--- src/rtl/plic_pkg.sv ---
package plic_pkg;

    localparam int NUM_SRC = 43;
    localparam int PRIO_W  = 2;
    localparam int DATA_W  = 32;

    localparam logic [31:0] PEND_BASE = 32'h0000_1000;
    localparam logic [31:0] EN_BASE   = 32'h0000_2000;
    localparam logic [31:0] THR_ADDR  = 32'h0020_0000;
    localparam logic [31:0] CC_ADDR   = 32'h0020_0004;
    localparam logic [31:0] SWI_ADDR  = 32'h0400_0000;

    typedef enum logic [2:0] {
        SEL_NONE,
        SEL_PRIO,
        SEL_PEND,
        SEL_EN,
        SEL_THR,
        SEL_CC,
        SEL_SWI
    } sel_e;

    typedef struct packed {
        sel_e        sel;
        logic [15:0] idx;
    } dec_t;

    function automatic int words_for(input int nsrc);
        return (nsrc + 31) / 32;
    endfunction

    // Map a byte address onto a register group and an index inside it.
    function automatic dec_t decode_addr(input logic [31:0] a, input int nsrc);
        dec_t d;
        logic [31:0] span;
        span  = 32'(words_for(nsrc) * 4);
        d.sel = SEL_NONE;
        d.idx = '0;
        if (a[1:0] == 2'b00) begin
            if (a < 32'(nsrc * 4)) begin
                d.sel = SEL_PRIO;
                d.idx = a[17:2];
            end else if (a >= PEND_BASE && a < PEND_BASE + span) begin
                d.sel = SEL_PEND;
                d.idx = 16'((a - PEND_BASE) >> 2);
            end else if (a >= EN_BASE && a < EN_BASE + span) begin
                d.sel = SEL_EN;
                d.idx = 16'((a - EN_BASE) >> 2);
            end else if (a == THR_ADDR) begin
                d.sel = SEL_THR;
            end else if (a == CC_ADDR) begin
                d.sel = SEL_CC;
            end else if (a == SWI_ADDR) begin
                d.sel = SEL_SWI;
            end
        end
        return d;
    endfunction

endpackage

--- src/rtl/plic_regs.sv ---
module plic_regs
    import plic_pkg::*;
#(
    parameter int NSRC = NUM_SRC,
    parameter int PW   = PRIO_W,
    localparam int IW  = $clog2(NSRC)
) (
    input  logic                     clk,
    input  logic                     rst,
    input  logic                     we,
    input  logic                     re,
    input  logic [31:0]              addr,
    input  logic [DATA_W-1:0]        wdata,
    input  logic [NSRC-1:0]          pend,
    input  logic [IW-1:0]            win_id,
    output logic [NSRC-1:0][PW-1:0]  prio_o,
    output logic [NSRC-1:0]          en_o,
    output logic [PW-1:0]            thr_o,
    output logic                     swi_o,
    output logic                     claim_o,
    output logic                     cmpl_o,
    output logic [IW-1:0]            cmpl_id_o,
    output logic [DATA_W-1:0]        rdata
);

    localparam int WORDS = words_for(NSRC);
    localparam int PADW  = WORDS * 32;

    dec_t            dec;
    logic [PADW-1:0] pend_pad;
    logic [PADW-1:0] en_pad;

    assign dec      = decode_addr(addr, NSRC);
    assign pend_pad = PADW'(pend);
    assign en_pad   = PADW'(en_o);

    for (genvar i = 0; i < NSRC; i++) begin : g_src
        always_ff @(posedge clk) begin
            if (rst) begin
                prio_o[i] <= '0;
                en_o[i]   <= 1'b0;
            end else if (we) begin
                if (dec.sel == SEL_PRIO && dec.idx == 16'(i))
                    prio_o[i] <= wdata[PW-1:0];
                if (dec.sel == SEL_EN && dec.idx == 16'(i / 32))
                    en_o[i] <= wdata[i % 32];
            end
        end
    end

    always_ff @(posedge clk) begin
        if (rst) begin
            thr_o <= '0;
            swi_o <= 1'b0;
        end else if (we) begin
            if (dec.sel == SEL_THR) thr_o <= wdata[PW-1:0];
            if (dec.sel == SEL_SWI) swi_o <= wdata[0];
        end
    end

    assign claim_o   = re && (dec.sel == SEL_CC);
    assign cmpl_o    = we && (dec.sel == SEL_CC);
    assign cmpl_id_o = wdata[IW-1:0];

    always_comb begin
        rdata = '0;
        unique case (dec.sel)
            SEL_PRIO: rdata = DATA_W'(prio_o[dec.idx]);
            SEL_PEND: rdata = pend_pad[dec.idx*32 +: 32];
            SEL_EN:   rdata = en_pad[dec.idx*32 +: 32];
            SEL_THR:  rdata = DATA_W'(thr_o);
            SEL_CC:   rdata = DATA_W'(win_id);
            SEL_SWI:  rdata = DATA_W'(swi_o);
            default:  rdata = '0;
        endcase
    end

endmodule

--- src/rtl/plic_gateway.sv ---
module plic_gateway
    import plic_pkg::*;
#(
    parameter int NSRC = NUM_SRC,
    localparam int IW  = $clog2(NSRC)
) (
    input  logic            clk,
    input  logic            rst,
    input  logic [NSRC-1:0] src_i,
    input  logic            claim,
    input  logic [IW-1:0]   win_id,
    input  logic            cmpl,
    input  logic [IW-1:0]   cmpl_id,
    output logic [NSRC-1:0] pend_o,
    output logic [NSRC-1:0] infl_o
);

    for (genvar i = 0; i < NSRC; i++) begin : g_gw
        localparam logic          LIVE  = (i != 0);
        localparam logic [IW-1:0] MY_ID = IW'(i);

        always_ff @(posedge clk) begin
            if (rst) begin
                pend_o[i] <= 1'b0;
                infl_o[i] <= 1'b0;
            end else if (claim && win_id == MY_ID && pend_o[i]) begin
                pend_o[i] <= 1'b0;
                infl_o[i] <= 1'b1;
            end else begin
                if (src_i[i] && LIVE && !infl_o[i]) pend_o[i] <= 1'b1;
                if (cmpl && cmpl_id == MY_ID)       infl_o[i] <= 1'b0;
            end
        end
    end

endmodule

--- src/rtl/plic_arbiter.sv ---
module plic_arbiter
    import plic_pkg::*;
#(
    parameter int NSRC = NUM_SRC,
    parameter int PW   = PRIO_W,
    localparam int IW  = $clog2(NSRC)
) (
    input  logic [NSRC-1:0]         pend,
    input  logic [NSRC-1:0]         en,
    input  logic [NSRC-1:0][PW-1:0] prio,
    input  logic [PW-1:0]           thr,
    output logic                    irq_o,
    output logic [IW-1:0]           id_o
);

    logic [PW-1:0] best_p;

    // The running best starts at the threshold, so the strict compare
    // both enforces the threshold and keeps the lowest ID on a tie.
    always_comb begin
        best_p = thr;
        id_o   = '0;
        irq_o  = 1'b0;
        for (int i = 1; i < NSRC; i++) begin
            if (pend[i] && en[i] && prio[i] > best_p) begin
                best_p = prio[i];
                id_o   = IW'(i);
                irq_o  = 1'b1;
            end
        end
    end

endmodule

--- src/rtl/plic_core.sv ---
module plic_core
    import plic_pkg::*;
#(
    parameter int NSRC = NUM_SRC,
    parameter int PW   = PRIO_W,
    localparam int IW  = $clog2(NSRC)
) (
    input  logic              clk,
    input  logic              rst,
    input  logic [NSRC-1:0]   src_i,
    input  logic              reg_we,
    input  logic              reg_re,
    input  logic [31:0]       reg_addr,
    input  logic [DATA_W-1:0] reg_wdata,
    output logic [DATA_W-1:0] reg_rdata,
    output logic              irq_o,
    output logic [IW-1:0]     irq_id_o,
    output logic              swi_o
);

    logic [NSRC-1:0][PW-1:0] prio;
    logic [NSRC-1:0]         en;
    logic [NSRC-1:0]         pend;
    logic [NSRC-1:0]         infl;
    logic [PW-1:0]           thr;
    logic                    claim;
    logic                    cmpl;
    logic [IW-1:0]           cmpl_id;

    plic_regs #(.NSRC(NSRC), .PW(PW)) u_regs (
        .clk       (clk),
        .rst       (rst),
        .we        (reg_we),
        .re        (reg_re),
        .addr      (reg_addr),
        .wdata     (reg_wdata),
        .pend      (pend),
        .win_id    (irq_id_o),
        .prio_o    (prio),
        .en_o      (en),
        .thr_o     (thr),
        .swi_o     (swi_o),
        .claim_o   (claim),
        .cmpl_o    (cmpl),
        .cmpl_id_o (cmpl_id),
        .rdata     (reg_rdata)
    );

    plic_gateway #(.NSRC(NSRC)) u_gw (
        .clk     (clk),
        .rst     (rst),
        .src_i   (src_i),
        .claim   (claim),
        .win_id  (irq_id_o),
        .cmpl    (cmpl),
        .cmpl_id (cmpl_id),
        .pend_o  (pend),
        .infl_o  (infl)
    );

    plic_arbiter #(.NSRC(NSRC), .PW(PW)) u_arb (
        .pend  (pend),
        .en    (en),
        .prio  (prio),
        .thr   (thr),
        .irq_o (irq_o),
        .id_o  (irq_id_o)
    );

endmodule

--- config.mk ---
export PLATFORM = sky130hd
export DESIGN_NAME = plic_core
export DESIGN_NICKNAME = d
export VERILOG_FILES = /design/src/rtl/plic_pkg.sv /design/src/rtl/plic_regs.sv /design/src/rtl/plic_gateway.sv /design/src/rtl/plic_arbiter.sv /design/src/rtl/plic_core.sv
export SDC_FILE = /design/constraint.sdc
export NUM_CORES = 1
export LEC_CHECK = 0
export BUFFER_PORTS_ARGS = -buffer_cell sky130_fd_sc_hd__buf_2
export CORE_AREA = 2 2 163 165
export CTS_CLUSTER_DIAMETER = 200
export DETAILED_ROUTE_END_ITERATION = 12
export DIE_AREA = 0 0 165 167
export PLACE_DENSITY_LB_ADDON = 0.12
export SYNTH_ARGS = -nofsm -noshare
export SYNTH_HDL_FRONTEND = slang
export SYNTH_SLANG_ARGS = --single-unit
export TNS_END_PERCENT = 20
--- constraint.sdc ---
create_clock -name clk -period 74 [get_ports clk]
set_input_delay 7.4 -clock clk [delete_from_list [all_inputs] [get_ports clk]]
set_output_delay 7.4 -clock clk [all_outputs]
set_load 0.05 [all_outputs]
==> impl_metrics.ini <==
[status]
status = finished, final reports clean

[die]
die_x_um = 165
io_pins = 151
start_util = 0.560
die_h_um = 167
dieArea_um2 = 27600
core_um2 = 25800
num_rows = 59

[synthesis]
yosys.area.top_type = dfxtp_1
ys.flop_type = dfxtp_1
synth-simple-area-share = 0.264
synth-seq-area-share = 0.300
yosysWarnings = 0
netlist_instances = 1913
syn_area_per_cell_um2 = 7.54
synth_nets = 2077
synth.top_cell.area_share = 0.300
synth-compound-area-share = 0.231
synth.distinct_cells = 100
synth_fa_ha_area_frac = 0.0544
synth_top_family_by_area = simple AND/OR/NAND/NOR gates
synth_xor_area_frac = 0.00182
synthMuxAreaShare = 0.0953
syn_area_um2 = 14400
async_flop_share = 0
ys_top_cells_by_area = dfxtp_1 30%, nand2_1 7.2%, mux2i_1 7.0%
ys_ff_latch = 216
synth-edff-count = 0

[sta]
fmax_ghz = 0.0153
fin_crit_ns = 65.16
rsz0062_at_grt = no
skew_ns = 0.0290
setup_violations = 0
max_slew_margin = 0.168
finalHoldViolations = 0
drv_slew = 0
finalCritPeriodShare = 0.881
whs_ns = 0.460
fin_setup_tns_ns = 0
max_slew.worst_pin.slew_ns = 1.25

[pwr]
leakage_nw = 6.45
powerDensity_nw_per_um2 = 16.8
ir_worst_vdd_mv = 0.0226
p_total_mw = 0.272

[clocking]
tritoncts = yes
clock_latency_ns = 0.57
root_buffer = clkbuf_16
cts.path.max_buffers = 3
cts_made_buffers = 25
h-tree-depth = 1
clk_pin_slew_ns = 0.06
holdBufCountCts = 0
cts_resized = 0
cts.sinks = 216
cts_setup_buffers = 0

[routing]
route.met3.wl_um = 5380
post_drt_wl_per_cell_um = 22.2
wl_met1_um = 21100
routed-via-count = 15400
drc = 0
antenna_left = 0
top_layer = met4
vias_per_cell = 6.54
routed-wl-met2_um = 23300
wl_um = 52400
drtIter0Drc = 1793
first_pass_iters = 6

[final_layout]
n_antenna_cell = 0
nets = 2169
drive_above_1_share = 0.138
fillers = 2402
finish.utilization = 0.630
layout.cells.non_filler = 2359
area_growth_pct = 12.5

[global_routing]
antenna_found_initial = 1
grt_usage = 0.371
grt-ovfl-total = 0
grt_pass1_vias = 14300
grt_max_degree = 79
grt_pass1_wl_um = 79600

[placement]
dp_hpwl_um = 38900
port_buffers = 149
dp_cells = 2313
gp_congestion = 1.02

[critical_path]
cp-start-kind = flop
endpoint_kind = output port
r2r_slack_ns = 16.44
crit_required_ns = 66.60
cp_max_fo = 12
crit_path_frequent_cell = ha_1
critPathArrivalTime_ns = 57.76
worstSetupPathType = flop to output port
critPathMaxStageDelay_ns = 0.62
critical-path-slowest-cell = a22oi_1

[run]
cap_viol_max_count = 0

[min_path]
hold_path_class = flop to flop
[registers in the layout, indices dropped and copies added, names as in the netlist]
name and count:
u_gw.infl_o 42, u_gw.pend_o 42, u_regs.en_o 43, u_regs.prio_o 86
u_regs.swi_o 1, u_regs.thr_o 2
[layout make-up]
| type | instances | area, µm² | area share |
|---|---|---|---|
| clock buffers | 32 | 722 | 0.0445 |
| inverters | 103 | 387 | 0.0238 |
| well taps | 335 | 419 | 0.0258 |
| clock inverters | 14 | 180 | 0.0111 |
| repair buffers | 162 | 850 | 0.0524 |
| multi-input cells | 1497 | 9350 | 0.576 |
| flip-flops and latches | 216 | 4320 | 0.266 |
[synthesized netlist by cell type (10+ instances only)]
| cell type | instances |
|---|---|
| nor4_1 | 13 |
| a22oi_1 | 20 |
| o211ai_1 | 12 |
| o2111ai_1 | 10 |
| nor2b_1 | 14 |
| mux4_2 | 10 |
| ha_1 | 53 |
| inv_1 | 102 |
| o22ai_1 | 33 |
| nand4_1 | 26 |
| and3_1 | 30 |
| or3_1 | 11 |
| and2_1 | 29 |
| a21o_1 | 15 |
| a311oi_1 | 37 |
| maj3_1 | 11 |
| a21oi_1 | 167 |
| nand3_1 | 110 |
| nor3_1 | 49 |
| clkbuf_1 | 75 |
| a31oi_1 | 12 |
| nand2_1 | 275 |
| o21ai_0 | 79 |
| mux2i_1 | 101 |
| dfxtp_1 | 216 |
| mux2_2 | 11 |
| or2_2 | 15 |
| nor2_1 | 189 |
[kinds of logic after synthesis]
group           after synthesis
simple gates                805
compound gates              501
flops                       216
buf+inv                     200
mux                         123
fa+ha+maj                    65
xor+xnor                      3
[report_power, final]
group,switching [mW],internal [mW],total [mW]
Clock,0.0549,0.0801,0.135
Sequential,0.00372,0.118,0.122
Combinational,0.00965,0.00565,0.0153
Total,0.0682,0.204,0.272
[worst max-delay path: cells and delay by family, from the launching register on]
family	cells	cell delay, ns
AOI/OAI and AO/OA	84	21.42
adders and majority gates	54	14.86
buffers and inverters	7	0.71
DFF	1	0.61
muxes	12	4.15
and+or+nand+nor	89	15.34
[final timing paths]
check,start,endpoint,cells past startpoint
worst max-delay path,u_regs.thr_o[1],reg_rdata[2],246
worst min register to register,u_regs.en_o[0],u_regs.en_o[0],2
worst min-delay path,u_regs.en_o[0],u_regs.en_o[0],2
worst max register to register,u_regs.thr_o[1],u_gw.pend_o[24],248
[placed cells by master (no fill, tap or decap), drive strengths merged, types with 9 or more instances in the layout]
cell type  netlist  routed
nand2          275     275
dfxtp          216     216
nor2           189     189
a21oi          169     169
buf             22     162
nand3          110     110
inv            102     104
mux2i          101     101
o21ai           92      92
ha              53      53
nor3            49      49
a311oi          38      38
o22ai           33      33
clkbuf          75      32
and2            31      31
and3            30      30
nand4           27      27
a22oi           20      20
or2             16      16
a21o            15      15
nor2b           15      15
nor4            14      14
o211ai          13      13
maj3            12      12
mux2            12      12
a31oi           12      12
or3             11      11
o2111ai         10      10
mux4            10      10
and4             9       9
a211oi           9       9
[stage by stage]
stage / setup slack [ns] / cell area [µm²]
3_5_place_dp: 10.47 / 15300
4_1_cts: 9.63 / 16200
3_3_place_gp: 11.47 / 15300
5_1_grt: 4.83 / 16200
6_report: 8.84 / 16200
2_1_floorplan: 16.44 / 14400
[per-layer routing]
layer | global-route usage | up-vias
li1 | - | 7174
met1 | 0.496 | 7251
met2 | 0.588 | 835
met3 | 0.0640 | 177
met4 | 0.159 | 0
met5 | 0 | -
No activity file was read; power rests on OpenSTA's default activity.
